**src/rtl/adcfe_pkg.sv**
```systemverilog
package adcfe_pkg;
  // Control-word layout (bit positions within the 8-bit word, MSB first on the wire)
  localparam int CW_BITS   = 8;
  localparam int CH_W      = 3;
  localparam int F_START   = 7;
  localparam int F_SGL     = 6;
  localparam int F_CH_HI   = 5;
  localparam int F_CH_LO   = 3;
  localparam int F_EXT     = 2;
  // falling edge (counted from the start bit) on which the channel is complete
  localparam int TRACK_FALL = 5;
  localparam int IDX_W     = 6;

  typedef enum logic [2:0] {
    S_IDLE, S_CTRL, S_EXT, S_INT, S_OUT
  } feState_t;

  // strobes from control to datapath
  typedef struct packed {
    logic             ctlShift;
    logic             muxLatch;
    logic             sarInit;
    logic             sarStep;
    logic             doutLoad;
    logic             doutClear;
    logic             tickClr;
    logic [IDX_W-1:0] bitIdx;
  } dpCtl_t;
endpackage

```
**src/rtl/adcfe_dp.sv**
```systemverilog
module adcfe_dp
  import adcfe_pkg::*;
#(
  parameter int RES_BITS = 12,
  parameter int INT_DIV  = 8
) (
  input  logic                clk,
  input  logic                rstN,
  input  logic                din,
  input  logic                cmpIn,
  input  dpCtl_t              ctl,
  output logic                extSel,
  output logic                tick,
  output logic                dout,
  output logic [RES_BITS-1:0] dacCode,
  output logic [CH_W-1:0]     posSel,
  output logic [CH_W-1:0]     negSel,
  output logic                negGnd
);
  localparam int GAP   = CW_BITS - TRACK_FALL;
  localparam int DIV_W = (INT_DIV > 2) ? $clog2(INT_DIV) : 1;
  localparam logic [DIV_W-1:0] DIV_MAX = DIV_W'(INT_DIV - 1);
  localparam logic [RES_BITS-1:0] TOP_BIT = {1'b1, {(RES_BITS-1){1'b0}}};

  logic [CW_BITS-1:0]  shReg;
  logic [RES_BITS-1:0] sarReg;
  logic [RES_BITS-1:0] maskReg;
  logic [RES_BITS-1:0] selMask;
  logic [DIV_W-1:0]    divCnt;
  logic                partSgl;
  logic [CH_W-1:0]     partCh;

  // control word shifter
  always_ff @(posedge clk) begin
    if (!rstN) shReg <= '0;
    else if (ctl.ctlShift) shReg <= {shReg[CW_BITS-2:0], din};
  end

  assign extSel  = shReg[F_EXT];
  assign partSgl = shReg[F_SGL - GAP];
  assign partCh  = shReg[F_CH_HI - GAP : F_CH_LO - GAP];

  // input routing
  always_ff @(posedge clk) begin
    if (!rstN) begin
      posSel <= '0;
      negSel <= '0;
      negGnd <= 1'b1;
    end else if (ctl.muxLatch) begin
      posSel <= partCh;
      negSel <= partSgl ? '0 : {partCh[CH_W-1:1], ~partCh[0]};
      negGnd <= partSgl;
    end
  end

  // successive-approximation register
  always_ff @(posedge clk) begin
    if (!rstN) begin
      sarReg  <= '0;
      maskReg <= '0;
    end else if (ctl.sarInit) begin
      sarReg  <= TOP_BIT;
      maskReg <= TOP_BIT;
    end else if (ctl.sarStep) begin
      sarReg  <= (cmpIn ? sarReg : (sarReg & ~maskReg)) | (maskReg >> 1);
      maskReg <= maskReg >> 1;
    end
  end

  assign dacCode = sarReg;

  // internal conversion clock divider
  always_ff @(posedge clk) begin
    if (!rstN || ctl.tickClr) divCnt <= '0;
    else if (divCnt == DIV_MAX) divCnt <= '0;
    else divCnt <= divCnt + 1'b1;
  end

  assign tick = (divCnt == DIV_MAX);

  // serial output bit
  assign selMask = RES_BITS'(1) << ctl.bitIdx;

  always_ff @(posedge clk) begin
    if (!rstN || ctl.doutClear) dout <= 1'b0;
    else if (ctl.doutLoad) dout <= |(sarReg & selMask);
  end

  AST_MASK_ONEHOT: assert property (@(posedge clk) disable iff (!rstN)
    $onehot0(maskReg));
  AST_START_AT_TOP: assert property (@(posedge clk) disable iff (!rstN)
    ctl.sarInit |-> shReg[F_START]);
endmodule

```
**src/rtl/adcfe_ctl.sv**
```systemverilog
module adcfe_ctl
  import adcfe_pkg::*;
#(
  parameter int RES_BITS = 12
) (
  input  logic   clk,
  input  logic   rstN,
  input  logic   sclk,
  input  logic   csN,
  input  logic   din,
  input  logic   shutdown,
  input  logic   extSel,
  input  logic   tick,
  output dpCtl_t ctl,
  output logic   trackOn,
  output logic   holdOn,
  output logic   strobe
);
  typedef logic [IDX_W-1:0] cnt_t;
  localparam cnt_t TRACK_N   = cnt_t'(TRACK_FALL);
  localparam cnt_t HOLD_N    = cnt_t'(CW_BITS);
  localparam cnt_t FIRST_DEC = cnt_t'(CW_BITS + 1);
  localparam cnt_t LAST_DEC  = cnt_t'(CW_BITS + RES_BITS);
  localparam cnt_t FIRST_OUT = cnt_t'(CW_BITS + 2);
  localparam cnt_t LAST_OUT  = cnt_t'(CW_BITS + RES_BITS + 1);
  localparam cnt_t REARM_N   = cnt_t'(CW_BITS + RES_BITS + 2);
  localparam cnt_t LAST_STEP = cnt_t'(RES_BITS - 1);
  localparam cnt_t OUT_TOP   = cnt_t'(RES_BITS - 2);

  feState_t state;
  cnt_t     fallCnt;
  cnt_t     stepCnt;
  cnt_t     nextFall;
  logic     sclkQ;
  logic     abort;
  logic     sclkRise;
  logic     sclkFall;

  assign abort    = csN | shutdown;
  assign sclkRise = sclk & ~sclkQ & ~abort;
  assign sclkFall = ~sclk & sclkQ & ~abort;
  assign nextFall = fallCnt + 1'b1;

  always_ff @(posedge clk) begin
    if (!rstN) sclkQ <= 1'b0;
    else sclkQ <= sclk;
  end

  // datapath strobes
  always_comb begin
    ctl = '0;
    if (abort) begin
      ctl.doutClear = 1'b1;
    end else begin
      unique case (state)
        S_IDLE: ctl.ctlShift = sclkRise & din;
        S_CTRL: begin
          ctl.ctlShift = sclkRise;
          ctl.muxLatch = sclkFall && (nextFall == TRACK_N);
          ctl.sarInit  = sclkFall && (nextFall == HOLD_N);
          ctl.tickClr  = sclkFall && (nextFall == HOLD_N);
        end
        S_EXT: if (sclkFall) begin
          ctl.sarStep   = (nextFall >= FIRST_DEC) && (nextFall <= LAST_DEC);
          ctl.doutLoad  = (nextFall >= FIRST_OUT) && (nextFall <= LAST_OUT);
          ctl.bitIdx    = LAST_OUT - nextFall;
          ctl.doutClear = (nextFall == REARM_N);
        end
        S_INT: if (tick) begin
          ctl.sarStep  = 1'b1;
          ctl.doutLoad = (stepCnt == LAST_STEP);
          ctl.bitIdx   = LAST_STEP;
        end
        S_OUT: if (sclkFall) begin
          ctl.doutLoad  = (fallCnt <= OUT_TOP);
          ctl.doutClear = (fallCnt > OUT_TOP);
          ctl.bitIdx    = OUT_TOP - fallCnt;
        end
        default: ctl = '0;
      endcase
    end
  end

  // sequencing
  always_ff @(posedge clk) begin
    if (!rstN || abort) begin
      state   <= S_IDLE;
      fallCnt <= '0;
      stepCnt <= '0;
      trackOn <= 1'b0;
      holdOn  <= 1'b0;
      strobe  <= 1'b0;
    end else begin
      unique case (state)
        S_IDLE: if (sclkRise && din) begin
          state   <= S_CTRL;
          fallCnt <= '0;
          strobe  <= 1'b0;
        end
        S_CTRL: if (sclkFall) begin
          fallCnt <= nextFall;
          if (nextFall == TRACK_N) trackOn <= 1'b1;
          if (nextFall == HOLD_N) begin
            trackOn <= 1'b0;
            holdOn  <= 1'b1;
            stepCnt <= '0;
            strobe  <= extSel;
            state   <= extSel ? S_EXT : S_INT;
          end
        end
        S_EXT: if (sclkFall) begin
          fallCnt <= nextFall;
          if (nextFall == FIRST_DEC) strobe <= 1'b0;
          if (nextFall == LAST_DEC) holdOn <= 1'b0;
          if (nextFall == REARM_N) state <= S_IDLE;
        end
        S_INT: if (tick) begin
          stepCnt <= stepCnt + 1'b1;
          if (stepCnt == LAST_STEP) begin
            holdOn  <= 1'b0;
            strobe  <= 1'b1;
            fallCnt <= '0;
            state   <= S_OUT;
          end
        end
        S_OUT: if (sclkFall) begin
          fallCnt <= nextFall;
          if (fallCnt > OUT_TOP) state <= S_IDLE;
        end
        default: state <= S_IDLE;
      endcase
    end
  end

  AST_TRACK_HOLD_EXCL: assert property (@(posedge clk) disable iff (!rstN)
    !(trackOn && holdOn));
  AST_CS_ABORT: assert property (@(posedge clk) disable iff (!rstN)
    $rose(csN) |=> (state == S_IDLE) && !holdOn && !strobe);
  AST_SHDN_IDLE: assert property (@(posedge clk) disable iff (!rstN)
    shutdown |=> (state == S_IDLE) && !trackOn && !holdOn);
  AST_EXT_STROBE_ONE: assert property (@(posedge clk) disable iff (!rstN)
    (state == S_EXT && strobe && sclkFall) |=> !strobe);
  AST_STEP_IN_HOLD: assert property (@(posedge clk) disable iff (!rstN)
    ctl.sarStep |-> holdOn);
endmodule

```
**src/rtl/serial_adc_front.sv**
```systemverilog
module serial_adc_front
  import adcfe_pkg::*;
#(
  parameter int RES_BITS = 12,
  parameter int INT_DIV  = 8
) (
  input  logic                clk,
  input  logic                rstN,
  input  logic                csN,
  input  logic                sclk,
  input  logic                din,
  input  logic                shutdown,
  input  logic                cmpIn,
  output logic                dout,
  output logic                doutOe,
  output logic                strobe,
  output logic                strobeOe,
  output logic                trackOn,
  output logic                holdOn,
  output logic [RES_BITS-1:0] dacCode,
  output logic [CH_W-1:0]     posSel,
  output logic [CH_W-1:0]     negSel,
  output logic                negGnd
);
  dpCtl_t dpCtl;
  logic   extSel;
  logic   tick;

  adcfe_ctl #(.RES_BITS(RES_BITS)) i_ctl (
    .clk(clk), .rstN(rstN), .sclk(sclk), .csN(csN), .din(din),
    .shutdown(shutdown), .extSel(extSel), .tick(tick), .ctl(dpCtl),
    .trackOn(trackOn), .holdOn(holdOn), .strobe(strobe)
  );

  adcfe_dp #(.RES_BITS(RES_BITS), .INT_DIV(INT_DIV)) i_dp (
    .clk(clk), .rstN(rstN), .din(din), .cmpIn(cmpIn), .ctl(dpCtl),
    .extSel(extSel), .tick(tick), .dout(dout), .dacCode(dacCode),
    .posSel(posSel), .negSel(negSel), .negGnd(negGnd)
  );

  assign doutOe   = ~(csN | shutdown);
  assign strobeOe = ~(csN | shutdown);
endmodule

```
**config.mk**
```make
export PLATFORM = sky130hd
export DESIGN_NAME = serial_adc_front
export DESIGN_NICKNAME = d
export VERILOG_FILES = /design/src/rtl/adcfe_pkg.sv /design/src/rtl/adcfe_dp.sv /design/src/rtl/adcfe_ctl.sv /design/src/rtl/serial_adc_front.sv
export SDC_FILE = /design/constraint.sdc
export NUM_CORES = 1
export LEC_CHECK = 0
export ABC_CLOCK_PERIOD_IN_PS = 2600
export BUFFER_PORTS_ARGS = -buffer_cell sky130_fd_sc_hd__buf_2
export CAP_MARGIN = 20
export CORE_MARGIN = 2
export CORE_UTILIZATION = 40
export CTS_BUF_LIST = sky130_fd_sc_hd__clkbuf_16
export DETAILED_ROUTE_END_ITERATION = 8
export HOLD_SLACK_MARGIN = 0.15
export MAX_ROUTING_LAYER = met4
export PLACE_DENSITY_LB_ADDON = 0.1
export SLEW_MARGIN = 20
export SYNTH_ARGS = -nofsm -noshare
export SYNTH_HDL_FRONTEND = slang
export SYNTH_HIERARCHICAL = 1
export SYNTH_SLANG_ARGS = --single-unit
```
**constraint.sdc**
```tcl
create_clock -name clk -period 2.6 [get_ports clk]
set_clock_uncertainty 0.2 [all_clocks]
set_input_delay 0.39 -clock clk [delete_from_list [all_inputs] [get_ports clk]]
set_output_delay 0.39 -clock clk [all_outputs]
set_load 0.005 [all_outputs]
```
# Word-level counts from Yosys, hierarchy flattened
# Index checks and enable logic that the tools add are counted.
# op_classes
add_sub_neg,5
order_cmp,6
n_eq_ne,23
shifts,1
mux,59
n_bitwise,15
n_reduce_logical,26
# ops
operator,n
12-bit two-way mux,5
6-bit two-way mux,9
6-bit one-hot mux with 3 select lines,2
3-bit two-way mux,11
12-bit bitwise AND,2
2-bit by 1-bit inequality test with 1-bit output (second input constant),12
6-bit by 4-bit == test with 1-bit output (second input constant),3
1-bit two-way mux,18
3-bit one-hot mux with 5 select lines,1
6-bit by 1-bit adder with 6-bit output (second input constant),2
6-bit by 5-bit == test with 1-bit output (second input constant),2
6-bit by 4-bit >= comparator with 1-bit output (second input constant),2
6-bit by 5-bit <= comparator with 1-bit output (second input constant),2
12-bit NOT,1
12-bit by 11-bit OR with 12-bit output,1
6-bit one-hot mux with 2 select lines,1
12-bit OR reduction,1
1-bit by 6-bit left shift with 12-bit output (first input constant),1
9-bit AND reduction,1
8-bit AND reduction,1
7-bit two-way mux,1
7-bit AND reduction,1
3-bit by 2-bit == test with 1-bit output (second input constant),2
3-bit == test (second input constant),2
other kinds (28),51
# word_totals
regBits,58
inputBits,7
word_cells,152

# Depth between registers and ports, before layout
# Gate-level depths: netlist of run 1.
# logic_depth
word_depth,9
ltp_mapped,14
depth_no_buf,13

# By module
# Netlist of run 1, hierarchy kept.
# by_module_without_submodules
mod,n_inst,cells_per_inst,area_each_um2,seq_area_each_um2
adcfe_ctl,1,245,1783.0,380.4
adcfe_dp,1,167,1545.2,780.7
serial_adc_front,1,2,11.3,0.0

# Worst setup path after synthesis of run 1
# No wires, ideal clock.
# synth_path
kind,flip-flop to flip-flop
startpoint,register i_ctl.fallCnt[1]
endpoint,"register i_dp.sarReg[0], in the netlist i_dp/dacCode[0]"
setup_ns,0.132
arrival_ns,2.555
required_time_ns,2.268
setup_slack_ns,-0.287
stages_incl_launch_ff,14
n_path_buf,2
synth_period_minus_slack_ns,2.887
path_cell_list,dfxtp_1 > ha_1 > buf_2 > xor2_1 > ha_1 > a21oi_1 > o21ai_0 > o211ai_1 > a21oi_1 > nor2b_1 > clkbuf_1 > nand2_1 > nand2_1 > a21oi_1
# synth_lines
element,line,text
"start, declared",adcfe_ctl.sv:31,cnt_t fallCnt;
"start signal, assigned",adcfe_ctl.sv:101,fallCnt <= nextFall;
"start signal, assigned",adcfe_ctl.sv:112,fallCnt <= nextFall;
"start signal, assigned",adcfe_ctl.sv:127,fallCnt <= nextFall;
"end signal, assigned",adcfe_dp.sv:65,sarReg <= (cmpIn ? sarReg : (sarReg & ~maskReg)) | (maskReg >> 1);
"end, declared",adcfe_dp.sv:26,logic [RES_BITS-1:0] sarReg;

==> results of run 1 <==
-- per-stage QoR --
stage	total power [uW]	hold slack (ns)	cell area [um2]
2_1_floorplan	947	0.198	3400
3_3_place_gp	974	0.209	4020
3_5_place_dp	975	0.219	4020
4_1_cts	2180	0.152	4420
5_1_grt	2220	0.155	4510
6_report	2140	0.164	4510
-- worst max-delay path, delay by kind of cell, from the launching register on --
kind                     cells  cell delay, ns
AND/OR/NAND/NOR              3            0.63
AO/OA/AOI/OAI                5            0.68
flip-flops                   1            0.38
adder cells (fa/ha/maj)      2            0.32
buffers and inverters        1            0.13
XOR/XNOR                     1            0.19
-- layout make-up --
| type | count | area (um2) | share of cell area |
|---|---|---|---|
| Timing Repair Buffer | 100 | 694 | 0.154 |
| Clock inverter | 6 | 55.1 | 0.0122 |
| Tap cell | 105 | 131 | 0.0292 |
| Inverter | 10 | 37.5 | 0.00833 |
| Sequential cell | 58 | 1170 | 0.259 |
| Clock buffer | 10 | 250 | 0.0555 |
| Multi-Input combinational cell | 321 | 2170 | 0.481 |
-- layer usage --
metal / wire length [um] / global-route usage / up-vias
li1: - / - / 1602
met1: 4380 / 0.283 / 1486
met2: 4020 / 0.313 / 52
met3: 251 / 0.0514 / 11
met4: 90 / 0.0702 / 0
met5: 0 / - / -
-- report_power, final --
part / leakage, uW / internal [uW] / total (uW) / switching [uW]
registers: 0.000470 / 893 / 895 / 2.20
logic: 0.00117 / 27.5 / 60.4 / 32.9
clock network: 0.000154 / 788 / 1180 / 395
-- logic make-up after synthesis --
family,Yosys count
compound gates,96
xor+xnor,16
fa+ha+maj,11
buf+inv,35
flops,58
mux,18
simple gates,180
-- synth_stat cells (all sizes together), types with 2 or more instances --
library cell / number / area share
and3: 3 / 0.0056
xor2: 10 / 0.026
mux2i: 17 / 0.051
clkbuf: 13 / 0.015
and2: 7 / 0.013
nor2: 27 / 0.030
o221ai: 2 / 0.0052
dfxtp: 58 / 0.35
a21boi: 3 / 0.0079
a221oi: 2 / 0.0090
ha: 11 / 0.041
a211oi: 2 / 0.0060
buf: 12 / 0.022
xnor2: 6 / 0.016
nor3: 5 / 0.0075
nand3: 6 / 0.0090
o211ai: 4 / 0.0090
nor4b: 3 / 0.012
nand4: 2 / 0.0037
o21ai: 15 / 0.022
nand3b: 4 / 0.0090
o22ai: 5 / 0.0094
o21a: 3 / 0.0067
nor2b: 20 / 0.037
nand2b: 19 / 0.036
or4b: 2 / 0.0071
nor3b: 6 / 0.013
or3: 4 / 0.0090
nand2: 67 / 0.077
a31oi: 2 / 0.0037
inv: 10 / 0.011
a21oi: 49 / 0.076
-- timing repair --
item | 4_1_cts | 5_1_grt
resized for setup | 19 | 11
buffers inserted | 2 | 5
endpoints found under the setup margin | 12 | 13
cloned | 0 | 1
pin swaps | 9 | 8
-- final timing paths --
| path | endpoint | startpoint | slack [ns] |
|---|---|---|---|
| worst min-delay path | i_dp/shReg[0] | din | 0.16 |
| worst min register to register | i_dp/divCnt[0] | i_dp/divCnt[0] | 0.22 |
| worst max-delay path | i_dp/dout | i_ctl/fallCnt[0] | -0.03 |
| worst max register to register | i_dp/dout | i_ctl/fallCnt[0] | -0.03 |
-- registers in the layout (all words and copies together), names as in the netlist --
signal and cells:
i_dp/dout 1, i_dp/posSel 3, i_ctl/strobe 1, i_ctl/trackOn 1, i_ctl/state 3, i_dp/shReg 4
i_dp/negSel 3, i_ctl/fallCnt 6, i_ctl/holdOn 1, i_dp/negGnd 1, i_ctl/stepCnt 6, i_dp/maskReg 12
i_dp/dacCode 12, i_dp/divCnt 3, i_ctl/sclkQ 1
==> results.yml, run 1 <==
run_status:
  status: "finished with violations"
  failed_checks: "setup timing"
setup_path:
  cp.arrival_ns: 2.66
  cp_slowest_cell: "or3_4"
  crit_fanout: 6
  slowest_delay_ns: 0.39
  crit_type: "reg -> reg"
  crit_path_end_kind: "flip-flop"
  required_ns: 2.63
  critPathLaunchType: "flip-flop"
  worst-r2r-cell-count: 12
  cp_cell_sequence: "ha_4 -> xor2_4 -> buf_6 -> ha_4 -> nand2b_4 -> a21oi_2 -> a21oi_2 -> o22ai_2 -> or3_4 -> o221ai_2 -> nand3b_1 -> a221oi_2"
placed_design:
  gp_congestion: 0.880
  hpwl_mm: 6.42
  post-place-ws_ns: -0.230
  io_buffers: 31
  dp.cells: 586
sta:
  max_freq_mhz: 381
  fin_setup_tns_ns: -0.0272
  setup_viol: 1
  slew_headroom: 0.702
  rsz0062_at_grt: "true"
  fin_crit_ns: 2.63
  drv_slew: 0
  finalHoldViolCount: 0
  fin_crit_sh: 1.01
  layout_setup_ws_ns: -0.0272
  tightest_slew_ns: 0.447
pwr:
  p_leak_uw: 0.00179
  vdd.ir_drop.worst_mv: 0.374
  power_density_nw_per_um2: 475
detailed_routing:
  antenna_left: 0
  drc_errors: 0
  dr_total_vias: 3151
  wl_mm: 8.74
  vias_per_cell: 5.17
  avgRoutedWirePerCell_um: 14.3
  dr.first_iter.drc_count: 92
  drt_first_pass_iters: 4
cells_and_area:
  diodes: 0
  stdcell_count: 610
  mostFrequentLayoutCell: "nand2_1"
  syn2layout_area_growth_pct: 34.9
  nets: 518
  final_cell_mix: "nand2_1, buf_4, dfxtp_1"
  drive_gt1_frac: 0.313
  fillers: 775
  finalCoreUtilization: 0.554
cts:
  clkLatencyLatePin_ns: 0.32
  cts_buffer_depth: 2
  htree_levels: 3
  clk_pin_slew_ns: 0.05
  cts_buffers: 9
  clock-sinks: 58
  hold_buffers: 0
  cts_tree: "yes"
  root_buffer: "clkbuf_16"
grt:
  antenna_found_initial: 0
  grt_pass1_wl_mm: 14.6
  grt_overflow: 0
  grt_usage: 0.211
  grt_max_degree: 24
  grt_pass1_vias: 3006
yosys:
  synthMuxAreaShare: 0.0577
  synthAdderAreaFrac: 0.0412
  synth_edf_count: 0
  synth_area_um2: 3340
  ys_seq_area_frac: 0.348
  syn_avg_cell_area_um2: 8.07
  ys_ff_latch: 58
  async_reset_ff_frac: 0
  yosysWarnings: 6
  yosys.area_share.simple: 0.283
  synth_top_family_by_area: "simple AND/OR/NAND/NOR gates"
  netlist_instances: 414
  synthFlopType: "dfxtp_1"
  synth_xor_area_frac: 0.0420
  synth_nets: 432
  yosysUniqueCellTypes: 58
  synth-compound-area-share: 0.180
min_path:
  hold_class: "in -> reg"
  hold_depth: 3
floorplanning:
  die_area_um2: 9100
  core_um2: 8130
  ios: 32
  die_h_um: 95.4
  rows: 33
  initial_core_util: 0.411
  dieWidth_um: 95.4
run:
  max_cap_viol_count: 0
Note: power is estimated with default switching activity, not from simulation.
==> run 2: changes to the inputs <==
Settings changed: ABC_AREA from default to 1, CORE_ASPECT_RATIO from default to 0.9.
==> results.yml, run 2 <==
yosys:
  synth_edf_count: 0
  yosysTopAreaCell: "dfxtp_1"
  syn_avg_cell_area_um2: 7.09
  synthFlopType: "dfxtp_1"
  yosysTopAreaCellShare: 0.368
  synth_nets: 463
  synth_area_um2: 3160
  async_reset_ff_frac: 0
  netlist_instances: 445
  ys_ff_latch: 58
  yosys-top-cells-count: "nand2_1, dfxtp_1, inv_1"
  synthTopCellsByArea: "dfxtp_1, nand2_1, a21oi_1, inv_1, nor2_1"
  ys_seq_area_frac: 0.368
  yosysMostFrequentCell: "nand2_1"
  yosysWarnings: 6
  yosysUniqueCellTypes: 42
sta:
  fin_crit_ns: 2.54
  slew_headroom: 0.754
  finalHoldViolCount: 0
  fin_setup_tns_ns: 0
  max_freq_mhz: 394
  drv_slew: 0
  setup_viol: 0
  tightest_slew_ns: 0.365
  fin_crit_sh: 0.977
  rsz0062_at_grt: "true"
detailed_routing:
  dr_total_vias: 3111
  antenna_left: 0
  drt_first_pass_iters: 5
  wl_mm: 8.36
  avgRoutedWirePerCell_um: 13.6
  drc_errors: 0
  dr.first_iter.drc_count: 153
  vias_per_cell: 5.05
grt:
  grt_max_degree: 23
  grt_use_met1: 0.265
  grt_pass1_wl_mm: 13.5
  antenna_found_initial: 0
  grt_pass1_vias: 2803
  met2_usage: 0.310
  grt_usage: 0.202
  grtUsageMet3: 0.0671
  grt_overflow: 0
  grt-busiest-layer: "met2"
cts:
  cts_tree: "yes"
  clock-sinks: 58
  clkLatencyLatePin_ns: 0.33
  root_buffer: "clkbuf_16"
  cts_buffer_depth: 2
  clk_pin_slew_ns: 0.05
  htree_levels: 3
  cts_buffers: 9
cells_and_area:
  stdcell_count: 616
  final_cell_mix: "nand2_1, dfxtp_1, nor2_1"
  drive_gt1_frac: 0.262
  mostFrequentLayoutCell: "nand2_1"
  nets: 533
  syn2layout_area_growth_pct: 28.5
  fin_area_um2: 4060
  diodes: 0
floorplanning:
  initial_core_util: 0.416
  die_h_um: 88.3
  dieWidth_um: 97.6
  core_um2: 7580
  rows: 30
  ios: 32
  die_area_um2: 8620
setup_path:
  r2r_setup_slack_ns: 0.06
  crit_type: "reg -> reg"
  cp_top_family: "simple AND/OR/NAND/NOR gates"
  slowest_delay_ns: 0.37
  worstReg2RegEnd: "i_dp/dout"
  critPathLaunchType: "flip-flop"
  crit_path_end_kind: "flip-flop"
  cp_slowest_cell: "dfxtp_4"
  crit_fanout: 6
  required_ns: 2.66
  cp_cell_sequence: "ha_4 -> inv_2 -> nand2_2 -> nand2_2 -> inv_2 -> ha_4 -> or2_4 -> nand2_4 -> xor2_4 -> o21ai_4 -> nor2_4 -> buf_4 -> nand4_1 -> nand3_1 -> nor2_1 -> nor2_2 -> nand2_1 -> a21oi_2"
  worst-r2r-cell-count: 18
  reg2reg_from: "i_ctl/fallCnt[1]"
  cp.arrival_ns: 2.60
  path_buf_inv: 3
placed_design:
  hpwl_mm: 6.06
  io_buffers: 31
  gp_congestion: 0.905
  place_area_um2: 3600
  dp.cells: 590
min_path:
  hold_class: "in -> reg"
  worstHoldStart: "rstN"
  hold_depth: 3
  min_to: "i_ctl/sclkQ"
run:
  max_cap_viol_count: 0
run_status:
  status: "finished, final reports clean"
pwr:
  vdd.ir_drop.worst_mv: 0.286
  power_density_nw_per_um2: 506
  p_leak_uw: 0.00172
-- run 2: cell types whose count changed in the layout (fill, tap and decap cells not counted), moves of 7 or more --
cell	change
buf_4	-30
inv_1	+39
mux2i_1	-17
nand2_1	+25
nand2b_1	-17
nand3_1	+21
nand4_1	+9
nor2_1	+23
nor2b_1	-17
o21ai_0	+11
xor2_1	-7
-- run 2: worst register-to-register path, cell delays in order, from the launching register on --
cell and delay, ns:
dfxtp_4 0.37, ha_4 0.17, inv_2 0.05, nand2_2 0.05, nand2_2 0.08, inv_2 0.06, ha_4 0.15, or2_4 0.26
nand2_4 0.08, xor2_4 0.17, o21ai_4 0.09, nor2_4 0.17, buf_4 0.13, nand4_1 0.08, nand3_1 0.09, nor2_1 0.05
nor2_2 0.06, nand2_1 0.06, a21oi_2 0.10
-- run 2: layer usage --
layer,up-vias,part of all wire
met5,-,0
met4,0,0.0071
met2,72,0.45
met3,6,0.043
met1,1417,0.50
li1,1616,-
-- run 2: logic make-up after synthesis --
kind of cell    after synthesis  share of synthesized area
buf+inv                      62                     0.0781
xor+xnor                      1                    0.00277
compound gates              100                      0.181
fa+ha+maj                    11                     0.0436
flops                        58                      0.368
simple gates                213                      0.327
-- run 2: final cells by class --
type                    instances  area [um2]
clock buffers                   9         225
clock inverters                 7        45.0
fillers                       731        3530
inverters                      52         199
multi-input cells             325        1840
flip-flops and latches         58        1170
well taps                      96         120
repair buffers                 68         443
repair inverters                1        7.51
-- run 2: where the power goes --
part / internal (uW) / total, uW / switching (uW)
combinational: 25.3 / 73.6 / 48.3
sequential: 895 / 899 / 3.86
clock: 640 / 1080 / 440
-- run 2: through the flow --
step | worst slack, ns | hold WS, ns | utilization | power (uW)
2_1_floorplan | 0.0141 | 0.199 | - | 965
3_3_place_gp | -0.0185 | 0.209 | 0.475 | 990
3_5_place_dp | -0.0479 | 0.213 | 0.475 | 991
4_1_cts | 0.00415 | 0.155 | 0.519 | 2080
5_1_grt | -0.0744 | 0.171 | 0.535 | 2130
6_report | 0.0602 | 0.167 | 0.535 | 2050
-- run 2: repair_timing --
| action | 4_1_cts | 5_1_grt |
|---|---|---|
| hold buffers | 1 | 0 |
| buffers inserted | 4 | 3 |
| gates resized for setup | 6 | 25 |
| setup endpoints to repair | 15 | 24 |
| hold endpoints to repair | 1 | 0 |
| cloned | 0 | 2 |
| pin swaps | 4 | 10 |
-- run 2: how the worst max path moves through the flow --
stage                            to              from  cells past startpoint
after floorplan           i_dp/dout  i_ctl/fallCnt[0]                     18
after global placement    i_dp/dout  i_ctl/fallCnt[0]                     16
after detailed placement  i_dp/dout  i_ctl/fallCnt[1]                     18
after CTS                 i_dp/dout  i_ctl/fallCnt[0]                     19
after global routing      i_dp/dout    i_ctl/state[0]                     15
final                     i_dp/dout  i_ctl/fallCnt[1]                     18
